`src/rtl/adcrd_pkg.sv`:
```
package adcrd_pkg;

  typedef enum logic [2:0] {
    ST_IDLE,
    ST_LOW,
    ST_WAIT,
    ST_RD1,
    ST_RD2,
    ST_END
  } ctlState_t;

  // strobes from control to datapath
  typedef struct packed {
    logic capWord;
    logic capHigh;
    logic capLow;
  } dpStrobe_t;

  // nanoseconds to cycles, rounded up, never below one
  function automatic int nsToCyc(input int ns, input int mhz);
    int c;
    c = (ns * mhz + 999) / 1000;
    return (c < 1) ? 1 : c;
  endfunction

  function automatic int maxOf(input int a, input int b);
    return (a > b) ? a : b;
  endfunction

endpackage

```
`src/rtl/adcrd_datapath.sv`:
```
module adcrd_datapath
  import adcrd_pkg::*;
#(
  parameter int DATA_W      = 16,
  parameter int SYNC_STAGES = 2
) (
  input  logic              clk,
  input  logic              rstN,
  input  logic              busyIn,
  input  logic [DATA_W-1:0] dataBus,
  input  dpStrobe_t         stb,
  output logic              busyFall,
  output logic [DATA_W-1:0] sample,
  output logic              sampleValid
);

  localparam int HALF_W = DATA_W / 2;

  logic [SYNC_STAGES-1:0] syncChain;
  logic                   busyPrev;
  logic [HALF_W-1:0]      hiByte;

  // busy synchronizer, one flop per stage
  for (genvar g = 0; g < SYNC_STAGES; g++) begin : gSync
    if (g == 0) begin : gFirst
      always_ff @(posedge clk or negedge rstN)
        if (!rstN) syncChain[0] <= 1'b0;
        else       syncChain[0] <= busyIn;
    end else begin : gNext
      always_ff @(posedge clk or negedge rstN)
        if (!rstN) syncChain[g] <= 1'b0;
        else       syncChain[g] <= syncChain[g-1];
    end
  end

  always_ff @(posedge clk or negedge rstN)
    if (!rstN) busyPrev <= 1'b0;
    else       busyPrev <= syncChain[SYNC_STAGES-1];

  assign busyFall = busyPrev & ~syncChain[SYNC_STAGES-1];

  // result assembly
  always_ff @(posedge clk or negedge rstN) begin
    if (!rstN) begin
      hiByte      <= '0;
      sample      <= '0;
      sampleValid <= 1'b0;
    end else begin
      sampleValid <= 1'b0;
      if (stb.capWord) begin
        sample      <= dataBus;
        sampleValid <= 1'b1;
      end
      if (stb.capHigh) hiByte <= dataBus[DATA_W-1:HALF_W];
      if (stb.capLow) begin
        sample      <= {hiByte, dataBus[DATA_W-1:HALF_W]};
        sampleValid <= 1'b1;
      end
    end
  end

  // valid is a single-cycle pulse
  assert_valid_pulse_R8: assert property (@(posedge clk) disable iff (!rstN)
    sampleValid |=> !sampleValid);

  // at most one capture strobe per cycle from the control side
  assert_one_capture_R6: assert property (@(posedge clk) disable iff (!rstN)
    $onehot0({stb.capWord, stb.capHigh, stb.capLow}));

endmodule

```
`src/rtl/adcrd_ctrl.sv`:
```
module adcrd_ctrl
  import adcrd_pkg::*;
#(
  parameter int CLK_MHZ      = 125,
  parameter int LOW_NS       = 20,
  parameter int HIGH_NS      = 100,
  parameter int PERIOD_NS    = 250,
  parameter int QPRE_NS      = 30,
  parameter int QPOST_NS     = 10,
  parameter int RDV_NS       = 17,
  parameter int BYV_NS       = 20,
  parameter int BUSY_TIMEOUT = 64,
  parameter int RATE_CYCLES  = 100
) (
  input  logic      clk,
  input  logic      rstN,
  input  logic      startReq,
  input  logic      freeRun,
  input  logic      byteMode,
  input  logic      busyFall,
  output logic      convStN,
  output logic      csN,
  output logic      rdN,
  output logic      byteSel,
  output dpStrobe_t dpStb,
  output logic      busyTimeout
);

  localparam int LOW_CYC    = nsToCyc(LOW_NS, CLK_MHZ);
  localparam int HIGH_CYC   = nsToCyc(HIGH_NS, CLK_MHZ);
  localparam int PERIOD_CYC = nsToCyc(PERIOD_NS, CLK_MHZ);
  localparam int QPRE_CYC   = nsToCyc(QPRE_NS, CLK_MHZ);
  localparam int QPOST_CYC  = nsToCyc(QPOST_NS, CLK_MHZ);
  localparam int RDV_CYC    = nsToCyc(RDV_NS, CLK_MHZ);
  localparam int BYV_CYC    = nsToCyc(BYV_NS, CLK_MHZ);
  localparam int TO_CYC     = (BUSY_TIMEOUT < 1) ? 1 : BUSY_TIMEOUT;
  localparam int RATE_CYC   = (RATE_CYCLES < 1) ? 1 : RATE_CYCLES;

  localparam int MAX_CYC = maxOf(maxOf(maxOf(LOW_CYC, HIGH_CYC), maxOf(PERIOD_CYC, QPRE_CYC)),
                                 maxOf(maxOf(QPOST_CYC, RDV_CYC), maxOf(BYV_CYC, TO_CYC)));
  localparam int CNT_W  = $clog2(MAX_CYC + 2);
  localparam int RATE_W = $clog2(RATE_CYC + 1);

  localparam logic [CNT_W-1:0]  CNT_SAT    = {CNT_W{1'b1}};
  localparam logic [CNT_W-1:0]  LOW_LIM    = CNT_W'(LOW_CYC - 1);
  localparam logic [CNT_W-1:0]  HIGH_LIM   = CNT_W'(HIGH_CYC - 1);
  localparam logic [CNT_W-1:0]  PERIOD_LIM = CNT_W'(PERIOD_CYC - 1);
  localparam logic [CNT_W-1:0]  QPRE_LIM   = CNT_W'(QPRE_CYC - 1);
  localparam logic [CNT_W-1:0]  QPOST_LIM  = CNT_W'(QPOST_CYC - 1);
  localparam logic [CNT_W-1:0]  RDV_LIM    = CNT_W'(RDV_CYC - 1);
  localparam logic [CNT_W-1:0]  BYV_LIM    = CNT_W'(BYV_CYC - 1);
  localparam logic [CNT_W-1:0]  TO_LIM     = CNT_W'(TO_CYC - 1);
  localparam logic [RATE_W-1:0] RATE_LIM   = RATE_W'(RATE_CYC - 1);

  ctlState_t         state, stateNext;
  logic [CNT_W-1:0]  cnt, periodCnt, highCnt, quietCnt;
  logic [RATE_W-1:0] rateCnt;
  logic pending, doneSeen, modeByte;
  logic rateTick, trigNow, timingOk, cntClr, setTimeout, goConv;

  function automatic logic [CNT_W-1:0] satInc(input logic [CNT_W-1:0] v);
    return (v == CNT_SAT) ? v : v + 1'b1;
  endfunction

  assign rateTick = freeRun && (rateCnt == RATE_LIM);
  assign trigNow  = startReq | rateTick;
  assign timingOk = (periodCnt >= PERIOD_LIM) && (highCnt >= HIGH_LIM) &&
                    (quietCnt >= QPRE_LIM);

  always_comb begin
    stateNext  = state;
    cntClr     = 1'b0;
    setTimeout = 1'b0;
    goConv     = 1'b0;
    dpStb      = '0;
    case (state)
      ST_IDLE: if ((pending || trigNow) && timingOk) begin
        stateNext = ST_LOW;
        goConv    = 1'b1;
        cntClr    = 1'b1;
      end
      ST_LOW: if (cnt == LOW_LIM) begin
        stateNext = ST_WAIT;
        cntClr    = 1'b1;
      end
      ST_WAIT: begin
        if (doneSeen && periodCnt >= QPOST_LIM) begin
          stateNext = ST_RD1;
          cntClr    = 1'b1;
        end else if (!doneSeen && cnt == TO_LIM) begin
          stateNext  = ST_IDLE;
          setTimeout = 1'b1;
        end
      end
      ST_RD1: if (cnt == RDV_LIM) begin
        cntClr = 1'b1;
        if (modeByte) begin
          dpStb.capHigh = 1'b1;
          stateNext     = ST_RD2;
        end else begin
          dpStb.capWord = 1'b1;
          stateNext     = ST_END;
        end
      end
      ST_RD2: if (cnt == BYV_LIM) begin
        dpStb.capLow = 1'b1;
        stateNext    = ST_END;
      end
      ST_END:  stateNext = ST_IDLE;
      default: stateNext = ST_IDLE;
    endcase
  end

  always_ff @(posedge clk or negedge rstN) begin
    if (!rstN) begin
      state       <= ST_IDLE;
      cnt         <= '0;
      periodCnt   <= CNT_SAT;
      highCnt     <= CNT_SAT;
      quietCnt    <= CNT_SAT;
      rateCnt     <= '0;
      pending     <= 1'b0;
      doneSeen    <= 1'b0;
      modeByte    <= 1'b0;
      busyTimeout <= 1'b0;
      convStN     <= 1'b1;
      csN         <= 1'b1;
      rdN         <= 1'b1;
      byteSel     <= 1'b0;
    end else begin
      state     <= stateNext;
      cnt       <= (cntClr || state == ST_IDLE) ? '0 : cnt + 1'b1;
      periodCnt <= goConv ? '0 : satInc(periodCnt);
      highCnt   <= (state == ST_LOW) ? '0 : satInc(highCnt);
      quietCnt  <= (state == ST_RD1 || state == ST_RD2) ? '0 : satInc(quietCnt);
      rateCnt   <= (!freeRun || rateTick) ? '0 : rateCnt + 1'b1;
      pending   <= goConv ? 1'b0 : ((state == ST_IDLE) ? (pending | trigNow) : 1'b0);
      if (goConv)                             doneSeen <= 1'b0;
      else if (state == ST_WAIT && busyFall)  doneSeen <= 1'b1;
      if (goConv) modeByte <= byteMode;
      busyTimeout <= busyTimeout | setTimeout;
      convStN <= (stateNext != ST_LOW);
      csN     <= !(stateNext == ST_RD1 || stateNext == ST_RD2);
      rdN     <= !(stateNext == ST_RD1 || stateNext == ST_RD2);
      byteSel <= (stateNext == ST_RD2);
    end
  end

  // convert-start held low beyond its falling cycle
  if (LOW_CYC >= 2) begin : gLowChk
    assert_low_hold_R2: assert property (@(posedge clk) disable iff (!rstN)
      $fell(convStN) |=> !convStN);
  end

  // spacing window met before every fall
  assert_period_R3: assert property (@(posedge clk) disable iff (!rstN)
    $fell(convStN) |-> ($past(periodCnt) >= PERIOD_LIM));

  // no read activity while convert-start is low
  assert_quiet_R4: assert property (@(posedge clk) disable iff (!rstN)
    !convStN |-> (csN && rdN));

  // a read opens only after busy was seen falling
  assert_read_after_busy_R5: assert property (@(posedge clk) disable iff (!rstN)
    $fell(csN) |-> $past(doneSeen));

  // byte fold only inside a read
  assert_bytesel_in_read_R7: assert property (@(posedge clk) disable iff (!rstN)
    byteSel |-> !csN);

  // timeout flag is sticky
  assert_timeout_sticky_R11: assert property (@(posedge clk) disable iff (!rstN)
    busyTimeout |=> busyTimeout);

endmodule

```
`src/rtl/adc_par_reader.sv`:
```
module adc_par_reader
  import adcrd_pkg::*;
#(
  parameter int DATA_W       = 16,
  parameter int SYNC_STAGES  = 2,
  parameter int CLK_MHZ      = 125,
  parameter int LOW_NS       = 20,
  parameter int HIGH_NS      = 100,
  parameter int PERIOD_NS    = 250,
  parameter int QPRE_NS      = 30,
  parameter int QPOST_NS     = 10,
  parameter int RDV_NS       = 17,
  parameter int BYV_NS       = 20,
  parameter int BUSY_TIMEOUT = 64,
  parameter int RATE_CYCLES  = 100
) (
  input  logic              clk,
  input  logic              rstN,
  input  logic              startReq,
  input  logic              freeRun,
  input  logic              byteMode,
  input  logic              adcBusy,
  input  logic [DATA_W-1:0] adcData,
  output logic              adcConvStN,
  output logic              adcCsN,
  output logic              adcRdN,
  output logic              adcByteSel,
  output logic [DATA_W-1:0] sample,
  output logic              sampleValid,
  output logic              busyTimeout
);

  dpStrobe_t dpStb;
  logic      busyFall;

  adcrd_ctrl #(
    .CLK_MHZ(CLK_MHZ), .LOW_NS(LOW_NS), .HIGH_NS(HIGH_NS), .PERIOD_NS(PERIOD_NS),
    .QPRE_NS(QPRE_NS), .QPOST_NS(QPOST_NS), .RDV_NS(RDV_NS), .BYV_NS(BYV_NS),
    .BUSY_TIMEOUT(BUSY_TIMEOUT), .RATE_CYCLES(RATE_CYCLES)
  ) uCtrl (
    .clk(clk), .rstN(rstN), .startReq(startReq), .freeRun(freeRun),
    .byteMode(byteMode), .busyFall(busyFall), .convStN(adcConvStN),
    .csN(adcCsN), .rdN(adcRdN), .byteSel(adcByteSel), .dpStb(dpStb),
    .busyTimeout(busyTimeout)
  );

  adcrd_datapath #(
    .DATA_W(DATA_W), .SYNC_STAGES(SYNC_STAGES)
  ) uData (
    .clk(clk), .rstN(rstN), .busyIn(adcBusy), .dataBus(adcData), .stb(dpStb),
    .busyFall(busyFall), .sample(sample), .sampleValid(sampleValid)
  );

endmodule

```
`config.mk`:
```
export PLATFORM = sky130hd
export DESIGN_NAME = adc_par_reader
export DESIGN_NICKNAME = d
export VERILOG_FILES = /design/src/rtl/adcrd_pkg.sv /design/src/rtl/adcrd_datapath.sv /design/src/rtl/adcrd_ctrl.sv /design/src/rtl/adc_par_reader.sv
export SDC_FILE = /design/constraint.sdc
export NUM_CORES = 1
export LEC_CHECK = 0
export ABC_AREA = 1
export BUFFER_PORTS_ARGS = -buffer_cell sky130_fd_sc_hd__buf_2
export CAP_MARGIN = 20
export CORE_UTILIZATION = 30
export CTS_BUF_LIST = sky130_fd_sc_hd__clkbuf_4
export DETAILED_ROUTE_END_ITERATION = 10
export MAX_ROUTING_LAYER = met4
export SYNTH_ARGS = -nofsm -noshare
export SYNTH_HDL_FRONTEND = slang
export SYNTH_SLANG_ARGS = --single-unit
```
`constraint.sdc`:
```
create_clock -name clk -period 2 [get_ports clk]
set_input_delay 0.3 -clock clk [delete_from_list [all_inputs] [get_ports clk]]
set_output_delay 0.3 -clock clk [all_outputs]
set_load 0.1 [all_outputs]
```
* Yosys cells after proc, flatten, opt, wreduce, memory -nomap -nowiden
Index checks and enable logic that the tools add are counted.
** Word-level totals
- Output and inout bits :: 22
- Word-level logic and storage cells :: 105
- Bits of input ports :: 22
- Register bits :: 73
** Operators by class
- Bitwise logic cells :: 5
- Equality and inequality tests :: 16
- Magnitude comparators :: 4
- Add/sub/neg operators :: 5
- Reduce and logical (&&, ||, !) cells :: 19
- Muxes and demuxes :: 37
** Operators with widths (number)
- two-way mux 7 bit :: 8
- adder 7 x 1 -> 7 bit (second input constant) :: 5
- two-way mux 16 bit :: 2
- == test 7 bit (second input constant) :: 4
- two-way mux 3 bit :: 6
- two-way mux 1 bit :: 17
- case mux 3 bit (5 select lines) :: 1
- == test 3 x 2 -> 1 bit (second input constant) :: 3
- == test 7 x 2 -> 1 bit (second input constant) :: 1
- == test 7 x 6 -> 1 bit (second input constant) :: 1
- >= comparator 7 x 1 -> 1 bit (second input constant) :: 1
- >= comparator 7 x 2 -> 1 bit (second input constant) :: 1
- >= comparator 7 x 4 -> 1 bit (second input constant) :: 1
- >= comparator 7 x 5 -> 1 bit (second input constant) :: 1
- logical AND 1 bit :: 7
- == test 3 bit (second input constant) :: 2
- logical OR 1 bit :: 5
- two-way mux 2 bit :: 2
- != test 2 x 1 -> 1 bit (second input constant) :: 2
- nonzero test 2 bit :: 2
- == test 3 x 1 -> 1 bit (second input constant) :: 1
- zero test 1 bit :: 3
- zero test 3 bit :: 1
- != test 3 x 1 -> 1 bit (second input constant) :: 1
- 6 further kinds :: 8

* Logic depth before layout (Yosys ltp)
- Depth after elaboration :: 10
- Depth in mapped cells :: 13
- Depth with buffers taken out :: 13

* Modules after synthesis
Synthesis repeated with hierarchy kept, for this count alone.
** Unflattened totals
- Cells, all modules :: 439
- Area total of the unflattened synthesis :: 3632.2 um^2
** By module, submodules not included
- adcrd_ctrl :: area an instance 2379.8 um^2, instances 1, cells an instance 280
- adcrd_datapath :: area an instance 1252.5 um^2, instances 1, cells an instance 159

* Least setup slack after synthesis
OpenSTA, ideal clock, no wires.
- Path type :: reg-to-reg
- From :: register uCtrl.periodCnt[0]
- To :: register uCtrl.modeByte
- Clock period less this slack :: 1.556 ns
- Arrival :: 1.430 ns
- Setup slack :: 0.444 ns
- Cell stages (with the launch flop) :: 9
- Setup time :: 0.126 ns
- Path buffers :: 0
- Path through :: dfstp_2 ha_1 nand4_1 nand2_1 nor2_1 nor2_1 nand2_1 inv_1 o21ai_0
** On the way
- Cells in the longest elaborated chain, start to end :: 6
** Ends and longest elaborated chain
- start: declaration :: RTL line adcrd_ctrl.sv:56 : logic [CNT_W-1:0] cnt, periodCnt, highCnt, quietCnt;
- start signal: assignment :: RTL line adcrd_ctrl.sv:133 : periodCnt <= goConv ? '0 : satInc(periodCnt);
- >= comparator 7 x 5 -> 1 bit :: RTL line adcrd_ctrl.sv:67 : assign timingOk = (periodCnt >= PERIOD_LIM) && (highCnt >= HIGH_LIM) &&
- logical AND 1 bit (2 in a row) :: RTL line adcrd_ctrl.sv:67
- logical AND 1 bit :: RTL line adcrd_ctrl.sv:77 : ST_IDLE: if ((pending || trigNow) && timingOk) begin
- two-way mux 1 bit :: RTL line adcrd_ctrl.sv:77
- two-way mux 1 bit :: RTL line adcrd_ctrl.sv:76 : case (state)
- end signal: assignment :: RTL line adcrd_ctrl.sv:140 : if (goConv) modeByte <= byteMode;
- end: declaration :: RTL line adcrd_ctrl.sv:58 : logic pending, doneSeen, modeByte;
No other way between the ends.
A chain may end at the register's enable or synchronous reset.

* Worst setup path after layout
Same ends and word-level chain as after synthesis.

==> results.tsv <==
metric	value	unit
relative slew slack	0.5888	
Final setup viols	0	
Clock transition at path regs	0.12	ns
CTS root buf	clkbuf_4	
DRC	0	
Hold Startpoint	byteMode	
Post-Syn Area	3495	sq um
Yosys warning total	0	
startpoint types	register	
commonest non-fill, non-tap cell in the layout	nand2_1	
Slew Limit Fails	0	
Max Freq	558.0	MHz
Syn Inst Count	386	
Slew @ Worst Pin	0.6168	ns
RR Endpoint	uCtrl.modeByte	
Synth Register Bits	73	
first drt pass iteration count	6	
Clock Latency Late Sink	0.41	ns
Row Count	39	
first-pass GRT wire length	12230	um
hold slack final	0.1088	ns
sw frac	0.4907	
initial drt markers	127	
Die Span Y	109.9	um
Setup Skew	0.01166	ns
LEAKAGE	1.944	nW
Longest Clk Path Bufs	2	
Critical Path End Type	register	
setup bufs post-CTS	0	
DIE AREA	12080	sq um
Post-synth EDFFs	0	
antenna-violating nets left	0	
Setup CP Type	reg -> reg	
num ports	44	
Power Internal	3.313	mW
diode count	0	
CP arrival	2.13	ns
core area	11370	sq um
final hold vios	0	
PwrDens	1607	nW/um^2
outcome	completed	
most used cell, CP	nand2_1	
CTS buffer count	9	
post-DP HPWL	5000	um
Synth area leader	dfrtp_1	
Synth cell types	34	
H-tree depth	3	
RR Startpoint	uCtrl.periodCnt[0]	
Min-Delay Path Class	in -> reg	
CTS tree	built	
Tcrit/Tclk final	0.8961	
Syn Nets	416	
placer congestion estimate	0.8504	
switching pwr	3.192	mW
Mean Syn Cell Area	9.053	sq um
GRT overflow	0	
initial antenna violation count	0	
max_cap viols	0	
Clock power frac	0.156	
register area share after synthesis	0.5310	
largest net degree at the start of global routing	50	
Initial Utilization	0.3074	
unrepaired setup endpoints after global routing	no	
FF-to-FF path depth	9	
slowest stage delay, CP	0.58	ns
fraction of layout cells with a size suffix above 1	0.2422	
Vias/cell	4.538	
Tot GR Track Use	0.1336	
async set or reset register ratio after synthesis	1.000	
Seq pwr share	0.383	
Net count, final	471	
maximum vdd drop	1146	uV
WL/cell	11.73	um
Port Buffer Count	43	
drt total wl	6907	um
Setup TNS	0	ns
Hold EP	uCtrl.modeByte	
Synth Flop Type	dfrtp_1	
Synth area leaders	dfrtp_1 36%, dfstp_2 17%, nand2_1 7.5%, nand3_1 6.6%, inv_1 5.4%	
Final Power	6.505	mW
top cell type's share of synthesized area	0.3580	
flop2flop setup slack	0.21	ns
via count	2673	
vias in the first global route	2667	
Area growth, synth to finish	15.86	%
Die X	109.9	um
CP max stage cell	dfstp_2	
worst hold path depth	3	
most frequent cells in the layout	70 x nand2_1, 50 x inv_1, 50 x dfrtp_1	
CP Cell Sequence	ha_1, nand4_1, nand2_1, nor2_1, nor2_1, nand2_1, inv_1, nand2_1, o21ai_0	
Critical Path RT	2.34	ns
CP max FO	8	
combinational share of power	0.462	
Sink Count	73	
Final min period	1.792	ns
==> cells by family (layout without fill, tap and decap cells) <==
kind of cell / count (synthesis) / after routing / synth area share
AOI/OAI and AO/OA: 53 / 53 / 0.1003
adders and majority gates: 8 / 8 / 0.02864
and+or+nand+nor: 183 / 183 / 0.2453
DFF: 73 / 73 / 0.5310
buffers and inverters: 60 / 120 / 0.07232
xor gates and xnor gates: 9 / 9 / 0.02256
==> cells in the mapped netlist (2+ instances only) <==
library cell,count
nor3_1,7
nor2_1,40
nor2_2,2
inv_2,4
inv_1,50
nand4_1,3
nand2_1,70
nor3b_1,3
buf_4,3
dfstp_2,23
nand2_2,2
ha_1,8
o211ai_2,8
a21oi_1,13
nand3_1,46
buf_6,2
xnor2_1,2
dfrtp_1,50
o21ai_0,15
xor2_1,7
o21ai_1,9
a31oi_1,4
nand3b_1,4
==> layer usage <==
metal,track usage,wire (um),vias to the layer above
met5,-,0,-
met4,0.03619,68,0
met3,0.03912,366,6
met2,0.1987,3017,57
met1,0.1769,3455,1249
li1,-,-,1361
==> per-stage QoR <==
stage	setup slack [ns]	cell area [sq um]	instances	util
6_report	0.2077	4049	589	0.3561
5_1_grt	0.01098	4049	589	0.3561
4_1_cts	0.2193	4049	589	0.3561
3_5_place_dp	0.2394	3876	571	0.3409
3_3_place_gp	0.3011	3876	571	0.3409
2_1_floorplan	0.4440	3495	386	-
==> state kept, by name (all words and copies together), names as in the netlist, 2 cells and up <==
register and cells:
uData.sample 16, uCtrl.cnt 7, uCtrl.highCnt 7, uData.hiByte 8, uCtrl.quietCnt 7, uCtrl.periodCnt 7, uData.syncChain 2, uCtrl.state 3
uCtrl.rateCnt 7
==> timing repair <==
item / in CTS / in global routing
gates resized for setup: 0 / 1
hold buffers: 2 / 0
setup endpoints to repair: 0 / 2
hold endpoints to repair: 30 / 0
==> layout make-up <==
class	instances	area [sq um]
Clock buffer	9	67.56
Clock inverter	7	85.08
Fill cell	1148	7321
Inverter	54	202.7
Multi-Input combinational cell	253	1386
Sequential cell	73	1856
Tap cell	143	178.9
Timing Repair Buffer	50	272.8
==> critical path, delay by kind of cell (launching register included) <==
kind                     cells  cell delay, ns
AND/OR/NAND/NOR              6            0.65
AO/OA/AOI/OAI                1            0.07
buffers and inverters        1            0.21
flip-flops                   1            0.58
adder cells (fa/ha/maj)      1            0.22
==> worst max path at each step <==
stage,endpoint,cells after the start,start
finish,uCtrl.modeByte,9,uCtrl.periodCnt[0]
global route,uCtrl.modeByte,9,uCtrl.periodCnt[0]
floorplan,uCtrl.modeByte,8,uCtrl.periodCnt[0]
detailed placement,uCtrl.modeByte,8,uCtrl.periodCnt[0]
global placement,uCtrl.modeByte,8,uCtrl.periodCnt[0]
CTS,uCtrl.modeByte,9,uCtrl.periodCnt[0]
==> power by group through the flow <==
stage | registers [mW] | clock network, mW | logic, mW
global placement | 2.49 | 0 | 2.97
finish | 2.49 | 1.01 | 3.00
CTS | 2.49 | 1.06 | 3.03
global route | 2.57 | 1.11 | 3.28
floorplan | 3.78 | 0 | 1.16
detailed placement | 2.51 | 0 | 3.02
Note: power is estimated with default switching activity, not from simulation.
